### src/rtl/ac_pkg.sv
package ac_pkg;
  typedef enum logic [1:0] {
    ST_IDLE  = 2'd0,
    ST_FETCH = 2'd1,
    ST_RESP  = 2'd2
  } ac_state_e;
endpackage

### src/rtl/ac_tag_cam.sv
module ac_tag_cam #(
  parameter int WAYS  = 4,
  parameter int TAG_W = 16,
  localparam int IDX_W = (WAYS > 1) ? $clog2(WAYS) : 1
) (
  input  logic             clk,
  input  logic             rst,
  input  logic [TAG_W-1:0] look_tag,
  output logic [WAYS-1:0]  match_vec,
  output logic [WAYS-1:0]  valid_vec,
  input  logic             wr_en,
  input  logic [IDX_W-1:0] wr_idx,
  input  logic [TAG_W-1:0] wr_tag
);
  logic [TAG_W-1:0] tag_q [WAYS];
  logic [WAYS-1:0]  vld_q;

  for (genvar g = 0; g < WAYS; g++) begin : g_entry
    always_ff @(posedge clk) begin
      if (rst) begin
        vld_q[g] <= 1'b0;
        tag_q[g] <= '0;
      end else if (wr_en && wr_idx == IDX_W'(g)) begin
        vld_q[g] <= 1'b1;
        tag_q[g] <= wr_tag;
      end
    end
    assign match_vec[g] = vld_q[g] && (tag_q[g] == look_tag);
  end

  assign valid_vec = vld_q;

  // a full-width tag can never be held twice, so at most one entry matches
  a_r8_single_match: assert property (@(posedge clk) disable iff (rst)
    $onehot0(match_vec));
endmodule

### src/rtl/ac_age_lru.sv
module ac_age_lru #(
  parameter int WAYS = 4,
  localparam int IDX_W = (WAYS > 1) ? $clog2(WAYS) : 1
) (
  input  logic             clk,
  input  logic             rst,
  input  logic             touch,
  input  logic [IDX_W-1:0] touch_idx,
  input  logic [WAYS-1:0]  valid_vec,
  output logic [IDX_W-1:0] victim_idx
);
  logic [IDX_W-1:0] age_q [WAYS];
  logic [IDX_W-1:0] touched_age;

  assign touched_age = age_q[touch_idx];

  for (genvar g = 0; g < WAYS; g++) begin : g_age
    always_ff @(posedge clk) begin
      if (rst) begin
        age_q[g] <= IDX_W'(g);
      end else if (touch) begin
        if (touch_idx == IDX_W'(g))
          age_q[g] <= '0;
        else if (age_q[g] < touched_age)
          age_q[g] <= age_q[g] + 1'b1;
      end
    end
  end

  // Free entries first, lowest number wins; otherwise the oldest age.
  always_comb begin
    logic found;
    victim_idx = '0;
    found      = 1'b0;
    for (int i = 0; i < WAYS; i++) begin
      if (!found && !valid_vec[i]) begin
        victim_idx = IDX_W'(i);
        found      = 1'b1;
      end
    end
    if (!found) begin
      for (int i = 0; i < WAYS; i++) begin
        if (age_q[i] == IDX_W'(WAYS - 1)) victim_idx = IDX_W'(i);
      end
    end
  end

  // ages stay a permutation, so exactly one entry holds each age value
  for (genvar v = 0; v < WAYS; v++) begin : g_perm
    logic [WAYS-1:0] holds_v;
    for (genvar e = 0; e < WAYS; e++) begin : g_cmp
      assign holds_v[e] = (age_q[e] == IDX_W'(v));
    end
    a_r6_age_unique: assert property (@(posedge clk) disable iff (rst)
      $countones(holds_v) == 1);
  end

  // a used entry becomes the youngest
  a_r6_touch_young: assert property (@(posedge clk) disable iff (rst)
    touch |=> age_q[$past(touch_idx)] == '0);
endmodule

### src/rtl/ac_data_store.sv
module ac_data_store #(
  parameter int WAYS   = 4,
  parameter int DATA_W = 8,
  localparam int IDX_W = (WAYS > 1) ? $clog2(WAYS) : 1
) (
  input  logic              clk,
  input  logic              wr_en,
  input  logic [IDX_W-1:0]  wr_idx,
  input  logic [DATA_W-1:0] wr_data,
  input  logic [IDX_W-1:0]  rd_idx,
  output logic [DATA_W-1:0] rd_data
);
  // Single write port, asynchronous read: maps to distributed RAM.
  logic [DATA_W-1:0] mem_q [WAYS];

  always_ff @(posedge clk) begin
    if (wr_en) mem_q[wr_idx] <= wr_data;
  end

  assign rd_data = mem_q[rd_idx];
endmodule

### src/rtl/assoc_read_cache.sv
module assoc_read_cache #(
  parameter int WAYS   = 4,
  parameter int ADDR_W = 16,
  parameter int DATA_W = 8,
  localparam int IDX_W = (WAYS > 1) ? $clog2(WAYS) : 1
) (
  input  logic              clk,
  input  logic              rst,
  input  logic              cpu_req,
  input  logic [ADDR_W-1:0] cpu_addr,
  output logic              cpu_ready,
  output logic [DATA_W-1:0] cpu_rdata,
  output logic              mem_req,
  output logic [ADDR_W-1:0] mem_addr,
  input  logic              mem_ack,
  input  logic [DATA_W-1:0] mem_rdata
);
  import ac_pkg::*;

  ac_state_e         state_q;
  logic [WAYS-1:0]   match_vec;
  logic [WAYS-1:0]   valid_vec;
  logic              any_hit;
  logic [IDX_W-1:0]  hit_idx;
  logic [IDX_W-1:0]  victim_idx;
  logic [IDX_W-1:0]  fill_idx_q;
  logic [DATA_W-1:0] hit_data;
  logic              accept_hit;
  logic              fill_now;
  logic              touch;
  logic [IDX_W-1:0]  touch_idx;

  ac_tag_cam #(.WAYS(WAYS), .TAG_W(ADDR_W)) u_cam (
    .clk       (clk),
    .rst       (rst),
    .look_tag  (cpu_addr),
    .match_vec (match_vec),
    .valid_vec (valid_vec),
    .wr_en     (fill_now),
    .wr_idx    (fill_idx_q),
    .wr_tag    (mem_addr)
  );

  ac_age_lru #(.WAYS(WAYS)) u_lru (
    .clk        (clk),
    .rst        (rst),
    .touch      (touch),
    .touch_idx  (touch_idx),
    .valid_vec  (valid_vec),
    .victim_idx (victim_idx)
  );

  ac_data_store #(.WAYS(WAYS), .DATA_W(DATA_W)) u_store (
    .clk     (clk),
    .wr_en   (fill_now),
    .wr_idx  (fill_idx_q),
    .wr_data (mem_rdata),
    .rd_idx  (hit_idx),
    .rd_data (hit_data)
  );

  always_comb begin
    hit_idx = '0;
    for (int i = 0; i < WAYS; i++) begin
      if (match_vec[i]) hit_idx = IDX_W'(i);
    end
  end

  assign any_hit    = |match_vec;
  assign accept_hit = (state_q == ST_IDLE) && cpu_req && any_hit;
  assign fill_now   = (state_q == ST_FETCH) && mem_ack;
  assign touch      = accept_hit || fill_now;
  assign touch_idx  = fill_now ? fill_idx_q : hit_idx;

  always_ff @(posedge clk) begin
    if (rst) begin
      state_q    <= ST_IDLE;
      cpu_ready  <= 1'b0;
      cpu_rdata  <= '0;
      mem_req    <= 1'b0;
      mem_addr   <= '0;
      fill_idx_q <= '0;
    end else begin
      case (state_q)
        ST_IDLE: begin
          cpu_ready <= 1'b0;
          if (cpu_req) begin
            if (any_hit) begin
              cpu_rdata <= hit_data;
              cpu_ready <= 1'b1;
              state_q   <= ST_RESP;
            end else begin
              mem_req    <= 1'b1;
              mem_addr   <= cpu_addr;
              fill_idx_q <= victim_idx;
              state_q    <= ST_FETCH;
            end
          end
        end
        ST_FETCH: begin
          if (mem_ack) begin
            mem_req   <= 1'b0;
            cpu_ready <= 1'b1;
            cpu_rdata <= mem_rdata;
            state_q   <= ST_RESP;
          end
        end
        default: begin
          cpu_ready <= 1'b0;
          state_q   <= ST_IDLE;
        end
      endcase
    end
  end

  a_r9_ready_pulse: assert property (@(posedge clk) disable iff (rst)
    cpu_ready |=> !cpu_ready);

  a_r9_exclusive: assert property (@(posedge clk) disable iff (rst)
    !(cpu_ready && mem_req));

  a_r3_mem_hold: assert property (@(posedge clk) disable iff (rst)
    (mem_req && !mem_ack) |=> (mem_req && $stable(mem_addr)));

  a_r4_fill_forward: assert property (@(posedge clk) disable iff (rst)
    (mem_req && mem_ack) |=> (cpu_ready && !mem_req && cpu_rdata == $past(mem_rdata)));

  a_r2_hit_no_fetch: assert property (@(posedge clk) disable iff (rst)
    accept_hit |=> (cpu_ready && !mem_req));

  a_r3_miss_fetch: assert property (@(posedge clk) disable iff (rst)
    ((state_q == ST_IDLE) && cpu_req && !any_hit) |=> (mem_req && mem_addr == $past(cpu_addr)));
endmodule

### config.mk
export PLATFORM = sky130hd
export DESIGN_NAME = assoc_read_cache
export DESIGN_NICKNAME = d
export VERILOG_FILES = /design/src/rtl/ac_pkg.sv /design/src/rtl/ac_tag_cam.sv /design/src/rtl/ac_age_lru.sv /design/src/rtl/ac_data_store.sv /design/src/rtl/assoc_read_cache.sv
export SDC_FILE = /design/constraint.sdc
export NUM_CORES = 1
export LEC_CHECK = 0
export BUFFER_PORTS_ARGS = -buffer_cell sky130_fd_sc_hd__buf_2
export CAP_MARGIN = 20
export CORE_MARGIN = 4
export CORE_UTILIZATION = 64
export CTS_CLUSTER_SIZE = 16
export DETAILED_ROUTE_END_ITERATION = 16
export GPL_ROUTABILITY_DRIVEN = 0
export PLACE_DENSITY_LB_ADDON = 0.1
export SYNTH_ARGS = -nofsm -noshare
export SYNTH_HDL_FRONTEND = slang
export SYNTH_SLANG_ARGS = --single-unit
### constraint.sdc
create_clock -name clk -period 5.5 [get_ports clk]
set_clock_uncertainty 0.1 [all_clocks]
set_input_delay 1.1 -clock clk [delete_from_list [all_inputs] [get_ports clk]]
set_output_delay 1.1 -clock clk [all_outputs]
set_load 0.005 [all_outputs]
## Word level (Yosys, flattened, before mapping)

Memory sizes are Yosys's and may differ from the RTL's.
Cells that the tools add are included.

- Register bits after elaboration: 34
- Latch bits: 0
- RAM bits: 104
- Bits in read-only memories: 0
- Input bits: 28
- Output and inout port bits: 26
- Word-level logic and storage cells: 178
- Memories kept: 3

Memories:

| memory | words | width | read ports | clocked after memory_dff | wr ports | RTL line | source |
|---|---|---|---|---|---|---|---|
| u_cam.tag_q | 4 | 16 | 4 | 0 | 4 | ac_tag_cam.sv:15 | `logic [TAG_W-1:0] tag_q [WAYS];` |
| u_store.mem_q | 4 | 8 | 1 | 0 | 1 | ac_data_store.sv:14 | `logic [DATA_W-1:0] mem_q [WAYS];` |
| u_lru.age_q | 4 | 2 | 5 | 0 | 4 | ac_age_lru.sv:12 | `logic [IDX_W-1:0] age_q [WAYS];` |

- $add $sub $neg: 4
- Multiply operators: 0
- Div/mod/pow operators: 0
- Magnitude comparators: 4
- Eq/ne operators: 19
- Shift operators: 0
- Muxes and demuxes: 96
- Bitwise operators: 13
- Reductions and logical operators: 29

Operators with widths:

| operator | count |
|---|---|
| $eq A16 B16 Y1 | 4 |
| $mux W1 | 64 |
| $mux W16 | 4 |
| $mux W2 | 21 |
| $mux W8 | 3 |
| $eq A2 B2 Y1 const B | 8 |
| $pmux W8 S2 | 1 |
| $logic_and A1 B1 Y1 | 14 |
| $or A1 B1 Y1 | 12 |
| $add A2 B1 Y2 const B | 4 |
| $lt A2 B2 Y1 | 4 |
| $ne A2 B2 Y1 const B | 4 |
| $reduce_and A4 Y1 | 2 |
| $eq A2 B1 Y1 const B | 3 |
| $logic_not A2 Y1 | 3 |
| $logic_not A1 Y1 | 5 |
| $pmux W1 S2 | 2 |
| $pmux W2 S2 | 1 |
| $reduce_or A4 Y1 | 1 |
| $reduce_and A3 Y1 | 1 |
| $reduce_and A2 Y1 | 1 |
| $reduce_bool A2 Y1 | 1 |
| $logic_or A1 B1 Y1 | 1 |
| $not A1 Y1 | 1 |

## Depth between registers and ports, before layout

Gate-level depths: netlist of run 1.
An unclocked memory read counts as a cell.

- Word-level depth: 15
- Depth in mapped cells: 12
- Depth with buffers taken out: 10

## Modules after synthesis

From an unflattened synthesis of run 1, not the netlist that was laid out.

- Cells, all modules: 513
- Area total of the unflattened synthesis: 6581.3 µm²

By module, submodules not included:

| module | instances | cells an instance | area an instance (µm²) | sequential area each (µm²) |
|---|---|---|---|---|
| ac_tag_cam | 1 | 249 | 3311.9 | 2001.9 |
| assoc_read_cache | 1 | 147 | 1335.0 | 600.6 |
| ac_data_store | 1 | 46 | 1188.6 | 960.9 |
| ac_age_lru | 1 | 71 | 745.7 | 240.2 |

## Worst setup path after synthesis of run 1

No wires, ideal clock.

- Path kind: in2reg
- From: input cpu_addr[8]
- To: memory u_lru.age_q[3][1] (netlist name), data pin
- Library setup time: 264 ps
- Arrival: 3261 ps
- Data required time: 5136 ps
- Path slack: 1875 ps
- Stages: 9
- Buffers on the path: 1
- Cells stage by stage: buf_2 -> xnor2_1 -> nand4_1 -> or4_1 -> or2_4 -> a21oi_4 -> o2111ai_1 -> maj3_2 -> o41a_1

RTL lines:

| what | RTL line | source |
|---|---|---|
| from (decl) | assoc_read_cache.sv:10 | `input logic [ADDR_W-1:0] cpu_addr,` |
| to (decl) | ac_age_lru.sv:12 |  |

## Worst setup path after layout of run 1

- From: input cpu_addr[11]
- To: register mem_addr[15]

- Longest elaborated chain between the ends: 5
- Elaborated cells between the ends (all ways): 11
- Classes of those cells: eq/ne (4); bitwise (1); reduce/logical (6)

RTL lines:

| what | RTL line | source |
|---|---|---|
| $eq A16 B16 Y1 | ac_tag_cam.sv:28 | `assign match_vec[g] = vld_q[g] && (tag_q[g] == look_tag);` |
| $logic_and A1 B1 Y1 | ac_tag_cam.sv:28 |  |
| $reduce_or A4 Y1 * | assoc_read_cache.sv:69 | `assign any_hit = \|match_vec;` |
| $not A1 Y1 (no line) * | - |  |
| $reduce_and A3 Y1 (no line) * | - |  |
| to (signal assigned) | assoc_read_cache.sv:94 | `mem_addr <= cpu_addr;` |
| to (decl) | assoc_read_cache.sv:14 | `output logic [ADDR_W-1:0] mem_addr,` |

Mark *: on every way between the ends. The rest lies on a longest branch, timed or not.
A chain may end at the register's enable or synchronous reset.

==> results of run 1 <==
metrics by stage:
step | util [%] | total power (uW) | hold slack [ns]
2_1_floorplan | - | 1320 | 0.346
3_3_place_gp | 69.2 | 1380 | 0.346
3_5_place_dp | 69.2 | 1390 | 0.363
4_1_cts | 75.1 | 2490 | 0.373
5_1_grt | 75.2 | 2560 | 0.396
6_report | 75.2 | 2480 | 0.365
power breakdown:
part | internal [uW] | leakage, uW | switching [uW]
sequential | 1150 | 0.00130 | 26.7
clock | 680 | 0.000281 | 435
combinational | 72.9 | 0.00133 | 114
total | 1910 | 0.00291 | 576
routing by layer:
layer	track usage (%)	up-vias	wire length [microns]
li1	-	2047	-
met1	33.3	2171	6210
met2	46.1	159	7570
met3	5.11	39	798
met4	10.2	0	444
met5	0	-	0
state kept, by name, summed over array words and instances (netlist names):
name / count
fill_idx_q: 2
u_store.mem_q: 32
mem_req: 1
state_q: 2
u_cam.valid_vec: 4
mem_addr: 16
u_lru.age_q: 8
cpu_rdata: 8
cpu_ready: 1
u_cam.tag_q: 64
path summary, 6_finish.rpt:
path	slack [ns]	to	cells after the start
worst max-delay path	1.61	mem_addr[15]	10
worst min-delay path	0.36	mem_req	2
worst max register to register	1.93	mem_addr[15]	9
worst min register to register	0.36	mem_req	2
cell type report:
cell class                      instances  area (sq um)
Sequential cell                       138          3800
Timing Repair Buffer                   58           307
Inverter                               13          48.8
Clock buffer                           25           505
Tap cell                              133           166
Multi-Input combinational cell        368          2540
Clock inverter                          7          80.1
Fill cell                             664          2460
critical path, delay by kind of cell:
kind	cells	cell delay [ns]
AND/OR/NAND/NOR	6	2.08
XOR/XNOR	1	0.29
buffers and inverters	2	0.48
multiplexers	1	0.22
cells by family (layout without fill, tap and decap cells):
group	Yosys count	after routing
and+or+nand+nor	204	204
DFF	138	138
AOI/OAI and AO/OA	66	66
xor gates and xnor gates	64	64
buffers and inverters	51	103
muxes	27	27
adders and majority gates	7	7
placed cells by master, fill, tap and decap left out, types with 10 or more instances in the layout:
master	count
a21oi_1	10
a31oi_1	11
and2_1	66
buf_2	53
clkbuf_16	17
dfxtp_1	34
edfxtp_1	104
inv_1	12
mux2i_1	27
nand2_1	28
nor2_1	54
xnor2_1	38
xor2_1	25
==> impl_metrics.tcl, run 1 <==
set metrics [dict create \
    yosys.area.top_type "edfxtp_1" \
    vdd_ir_drop_max_mv 0.242 \
    grt_antenna_before_repair 0 \
    yosysMostFrequentCell "edfxtp_1" \
    routedWlPerCell_microns 20.2 \
    fmax_mhz 257 \
    start_util_pct 66.7 \
    ys_ff_latch 138 \
    leakage_uw 0.00291 \
    die_area_sq_um 12000 \
    worstPathArrival_ns 4.18 \
    status "complete, no violations" \
    netlist_instances 557 \
    grt_pass1_wl_microns 23400 \
    placedInstanceArea_sq_um 6850 \
    post-route-period-util_pct 70.7 \
    nets 628 \
    synth.area.top_cells "edfxtp_1 (47%), dfxtp_1 (10%), and2_1 (6.3%), xnor2_1 (5.0%), mux2i_1 (4.1%)" \
    h-tree-depth 4 \
    synth_fa_ha_area_share_pct 1.23 \
    timing.setup.tns_ns 0 \
    cts_root_buffer "clkbuf_8" \
    critical_path.cell_chain "buf_2 -> xnor2_1 -> nand4_1 -> nor3_1 -> and2_1 -> nor2_1 -> nand2b_1 -> buf_4 -> mux2i_1 -> nor2_1" \
    synth_compound_area_share_pct 7.67 \
    period_minus_slack_ns 3.89 \
    yosysSeqAreaShare_pct 57.6 \
    power_density_nw_per_um2 333 \
    worstPathMaxFanout 19 \
    layout.cells.non_filler 742 \
    clockBufferDepth 2 \
    synth-xor-area-share_pct 8.60 \
    core-area_sq_um 9910 \
    dp_slack_ns 1.09 \
    clk_pin_slew_ns 0.06 \
    hold_path.class "reg2reg" \
    slew_headroom_pct 23.3 \
    ioPinCount 54 \
    cpMostUsedCell "nor2_1" \
    synth.distinct_cells 61 \
    cts_tree "built" \
    cts.sinks 138 \
    hpwl_microns 10100 \
    area_growth_pct 12.8 \
    cts_buffers 17 \
    synthFlopType "edfxtp_1" \
    synth_edf_count 104 \
    synth_top_cell_area_share_pct 47.3 \
    cpPeakStageDelay_ns 0.68 \
    num_rows 36 \
    place_inst 709 \
    critPathLaunchType "input port" \
    hp-start "mem_req" \
    grtUsageTotal_pct 26.7 \
    synth_top_family_by_area "simple AND/OR/NAND/NOR gates" \
    io_buffers 53 \
    r2r-start "u_cam.tag_q[3][11]" \
    layout-drive-gt1-share_pct 17.2 \
    insertion_delay_ns 0.54 \
    finalWorstSetupSlack_ns 1.61 \
    yosys-mux-area-fraction_pct 4.09 \
    max_slew.worst_pin.slew_ns 1.15 \
    worstSetupEndpointType "flip-flop" \
    grt_max_degree 40 \
    async_flop_share_pct 0 \
    stdcell_area_sq_um 7450 \
    vias 4416 \
    grt_pass1_vias 4378 \
    critPathRequiredTime_ns 5.79 \
    cts_resized 0 \
    drv_cap 0 \
    cts_hold_buf 0 \
    path_class "in2reg" \
    n_antenna_cell 0 \
    synth_common_cells "edfxtp_1 (104), and2_1 (66), nor2_1 (54), xnor2_1 (38), dfxtp_1 (34)" \
    rsz0062_at_grt "false" \
    synthesis.nets 589 \
    drt_wl_total_microns 15000 \
    drc 0 \
    netlist_area_sq_um 6610 \
    die_w_microns 110 \
    via_per_inst 5.95 \
    hold_viol_final 0 \
    critPathSlowestCell "and2_1" \
    ant_nets 0 \
    firstDrtPassIters 5 \
    setup_viol 0 \
    synth_warnings 0 \
    drv_slew 0 \
    cts_setup_buffers 0 \
    synth-simple-area-share_pct 16.6 \
    grt-ovfl-total 0 \
    critPathLaunch "cpu_addr[11]" \
    drt_iter0_markers 353 \
    die_h_microns 110 \
    syn_area_per_cell_sq_um 11.9 \
]
(Power assumes the default switching activity.)
==> run 2: changes to the inputs <==
Settings changed: CORE_UTILIZATION 64 to 54.
Clock period 5.5 ns to 3.1 ns, I/O delays scaled along.
==> impl_metrics.tcl, run 2 (synthesized netlist as in run 1, its figures left out) <==
set metrics [dict create \
    status "complete, no violations" \
    grt_use_met1_pct 29.2 \
    core-area_sq_um 12000 \
    grt_pass1_wl_microns 24300 \
    stdcell_area_sq_um 7960 \
    io_buffers 53 \
    area_growth_pct 20.5 \
    cts_buffers 17 \
    start_util_pct 55.0 \
    ioPinCount 54 \
    setup_viol 0 \
    cts.sinks 138 \
    h-tree-depth 4 \
    endpoint "u_lru.age_q[0][0]" \
    nets 686 \
    grtUsageTotal_pct 22.7 \
    via_per_inst 5.56 \
    clockBufferDepth 2 \
    critPathLaunch "u_cam.tag_q[1][7]" \
    cpPeakStageDelay_ns 0.57 \
    drc 0 \
    die_area_sq_um 14100 \
    drt_wl_total_microns 15400 \
    clk_pin_slew_ns 0.06 \
    hold_viol_final 0 \
    die_w_microns 119 \
    critPathRequiredTime_ns 3.10 \
    cts_root_buffer "clkbuf_16" \
    worstSetupEndpointType "flip-flop" \
    cts_hold_buf 0 \
    slew_headroom_pct 55.6 \
    grtUsageMet2_pct 37.8 \
    layout-drive-gt1-share_pct 26.5 \
    grt-ovfl-total 0 \
    critical_path.cell_chain "xnor2_2 -> nand4_1 -> or4_4 -> or2_4 -> a21oi_4 -> o2111ai_1 -> maj3_1 -> a21oi_1" \
    worstPathMaxFanout 4 \
    reg2reg_to "u_lru.age_q[0][0]" \
    cts_resized 0 \
    num_rows 40 \
    drv_slew 0 \
    vdd_ir_drop_max_mv 0.430 \
    largest_reg_flops 64 \
    hpwl_microns 10900 \
    critPathLaunchType "flip-flop" \
    vias 4525 \
    r2r-start "u_cam.tag_q[1][7]" \
    power_density_nw_per_um2 557 \
    drt_iter0_markers 332 \
    placedInstanceArea_sq_um 7340 \
    ant_nets 0 \
    r2r_setup_slack_ns 0.08 \
    cts_tree "built" \
    grt_antenna_before_repair 0 \
    grt-busiest-layer "met2" \
    n_antenna_cell 0 \
    reg.largest.list "u_cam.tag_q x64, u_store.mem_q x32, mem_addr x16" \
    leakage_uw 0.00321 \
    mostFrequentLayoutCells "edfxtp_1 (104), and2_1 (66), buf_4 (63)" \
    grt_max_degree 20 \
    fmax_mhz 331 \
    ff2ff_path_depth 8 \
    critPathSlowestCell "or4_4" \
    cts_setup_buffers 0 \
    worstPathArrival_ns 3.02 \
    period_minus_slack_ns 3.02 \
    die_h_microns 119 \
    layout_commonest_cell "edfxtp_1" \
    routedWlPerCell_microns 18.9 \
    insertion_delay_ns 0.42 \
    grt_pass1_vias 4453 \
    largest-register "u_cam.tag_q" \
    met3_usage_pct 4.21 \
    max_slew.worst_pin.slew_ns 0.661 \
    hold_path.class "in2reg" \
    post-route-period-util_pct 97.5 \
    drv_cap 0 \
    path_class "reg2reg" \
    firstDrtPassIters 5 \
    timing.hold.ws_ns 0.332 \
]
==> run 2: critical path: cells and delay by family, from the launching register on <==
family | cells | cell delay [ns]
compound gates | 3 | 0.59
xor+xnor | 1 | 0.18
fa+ha+maj | 1 | 0.40
flops | 1 | 0.43
simple gates | 3 | 1.02
==> run 2: layout make-up <==
cell class / count / area, sq um
well taps: 147 / 184
multi-input cells: 368 / 2610
clock buffers: 20 / 467
flip-flops and latches: 138 / 3800
repair buffers: 116 / 738
inverters: 13 / 48.8
fillers: 910 / 4050
clock inverters: 12 / 114
==> run 2: worst min-delay path by stage <==
stage	startpoint	end	slack [ns]	cells past startpoint
after global placement	mem_req	mem_req	0.34	2
after CTS	mem_rdata[2]	u_store.mem_q[2][2]	0.32	1
after detailed placement	mem_req	mem_req	0.34	2
after floorplan	mem_req	mem_req	0.35	2
final	mem_rdata[6]	u_store.mem_q[1][6]	0.33	1
after global routing	mem_rdata[0]	u_store.mem_q[0][0]	0.33	1
==> run 2: per-layer routing <==
metal	up-vias	share of wire [%]
li1	2168	-
met1	2180	43
met2	148	49
met3	29	5.4
met4	0	2.2
met5	-	0
==> run 2: through the flow <==
step                      TNS (ns)  setup WS, ns  instances  total power [uW]  utilization, %
final                            0        0.0768        814              4440            66.3
after global placement       -7.39        -0.287        782              2510            61.1
after global routing        -0.281       -0.0537        814              4590            66.3
after detailed placement     -9.67        -0.347        782              2510            61.1
after CTS                        0        0.0296        814              4460            65.9
after floorplan            -0.0141       -0.0141        557              2350               -
==> run 2: power by group <==
| group | total, uW | internal [uW] | switching, uW | leakage [uW] |
|---|---|---|---|---|
| Combinational | 387 | 173 | 214 | 0.00164 |
| Sequential | 2090 | 2050 | 44.8 | 0.00130 |
| Clock | 1960 | 1170 | 783 | 0.000275 |
| Total | 4440 | 3390 | 1040 | 0.00321 |
==> run 3: changes to the inputs <==
Settings changed: CELL_PAD_IN_SITES_DETAIL_PLACEMENT set to 1, CELL_PAD_IN_SITES_GLOBAL_PLACEMENT set to 2, CORE_UTILIZATION 54 to 37.
==> impl_metrics.tcl, run 3 (synthesized netlist as in run 1, its figures left out) <==
set metrics [dict create \
    status "complete, no violations" \
    io_buffers 53 \
    ioPinCount 54 \
    vdd_ir_drop_max_mv 0.396 \
    vias 4629 \
    cts_hold_buf 0 \
    critPathLaunchType "flip-flop" \
    mostFrequentLayoutCells "edfxtp_1 (104), buf_4 (74), and2_1 (66)" \
    pwr-share-comb_pct 9.2 \
    die_h_microns 142 \
    multi_input_area_sq_um 2640 \
    num_rows 48 \
    seq_area_sq_um 3800 \
    hold_viol_final 0 \
    final.fill_count 1883 \
    drv_cap 0 \
    insertion_delay_ns 0.43 \
    path_class "reg2reg" \
    firstDrtPassIters 4 \
    largest-register "u_cam.tag_q" \
    nets 699 \
    n_antenna_cell 0 \
    clk_pin_slew_ns 0.06 \
    power_density_nw_per_um2 551 \
    grtUsageTotal_pct 19.5 \
    die_area_sq_um 20100 \
    grt_pass1_wl_microns 29100 \
    worstPathArrival_ns 3.14 \
    fmax_mhz 333 \
    routedWlPerCell_microns 20.6 \
    cts_tree "built" \
    drt_iter0_markers 173 \
    cts_buffers 17 \
    reg.largest.list "u_cam.tag_q x64, u_store.mem_q x32, mem_addr x16" \
    timing.hold.ws_ns 0.331 \
    post-route-period-util_pct 97.0 \
    slew_headroom_pct 56.5 \
    place_inst 871 \
    setup_viol 0 \
    p_sw_share_pct 24.8 \
    largest_reg_flops 64 \
    drc 0 \
    p_clk_share_pct 44.6 \
    layout-drive-gt1-share_pct 28.4 \
    clockBufferDepth 2 \
    via_per_inst 5.11 \
    rsz0062_at_grt "true" \
    hold_path.class "in2reg" \
    cts_root_buffer "clkbuf_16" \
    power.internal_uw 3410 \
    grt_pass1_vias 5065 \
    core-area_sq_um 17400 \
    max_slew.worst_pin.slew_ns 0.652 \
    grt-ovfl-total 0 \
    final_util_pct 47.2 \
    worstSetupEndpointType "flip-flop" \
    stdcell_area_sq_um 8220 \
    worstPathMaxFanout 4 \
    critPathRequiredTime_ns 3.23 \
    placedInstanceArea_sq_um 7550 \
    drt_wl_total_microns 18700 \
    drv_slew 0 \
    die_w_microns 142 \
    h-tree-depth 4 \
    leakage_uw 0.00329 \
    pwr-share-seq_pct 46.2 \
    period_minus_slack_ns 3.01 \
    cts.sinks 138 \
    layout.cells.non_filler 905 \
    layout_commonest_cell "edfxtp_1" \
    switchingPower_uw 1120 \
    grt_max_degree 27 \
    ant_nets 0 \
    area_growth_pct 24.5 \
    grt_antenna_before_repair 0 \
    hpwl_microns 13000 \
    start_util_pct 37.9 \
]
## run 3: path summary, 6_finish.rpt
path | start | to | slack, ns | cells past startpoint
setup / recovery | u_cam.tag_q[1][3] | u_lru.age_q[1][1] | 0.09 | 8
hold / removal | mem_rdata[5] | u_store.mem_q[1][5] | 0.33 | 1
setup reg to reg | u_cam.tag_q[1][3] | u_lru.age_q[1][1] | 0.09 | 8
hold reg to reg | mem_req | mem_req | 0.35 | 2
## run 3: area by class of cell
class | instances | share of cell area, %
clock inverter | 12 | 1.40
inverter | 13 | 0.624
sequential | 138 | 46.3
clock buffer | 20 | 5.68
timing repair buffer | 129 | 10.5
tap | 225 | 3.42
multi-input combinational | 368 | 32.2
## run 3: repair_timing
item,in CTS,in global routing
gates cloned,0,0
buffers inserted,1,1
pin swaps,3,12
endpoints found under the setup margin,18,13
resized for setup,3,12
## run 3: worst max-delay path, cell delays in order (launching register included)
cell	delay (ns)
edfxtp_1	0.42
xnor2_2	0.20
nand4_1	0.24
or4_4	0.48
or2_4	0.26
a21oi_4	0.19
o21ai_2	0.08
or4b_4	0.51
a2111oi_4	0.31
## run 3: layer usage
metal  vias up  global-route usage, %  wire (microns)
met2        65                   34.1            9560
met4         0                   6.46             316
met5         -                      0               0
met3        23                   3.61             444
met1      2353                   24.2            8340
li1       2188                      -               -
## run 3: power by group through the flow
stage / sequential [uW] / combinational (uW) / clock (uW)
global route: 2100 / 451 / 2140
finish: 2090 / 415 / 2020
CTS: 2090 / 413 / 2060
floorplan: 2120 / 230 / 0
global placement: 2130 / 402 / 0
detailed placement: 2130 / 409 / 0
## run 3: metrics by stage
stage / setup TNS [ns] / worst slack, ns / power [uW]
after CTS: 0 / 0.0171 / 4560
after global placement: -15.14 / -0.530 / 2530
after detailed placement: -14.31 / -0.512 / 2540
after global routing: -0.0425 / -0.0214 / 4700
after floorplan: -0.0141 / -0.0141 / 2350
final: 0 / 0.0945 / 4530
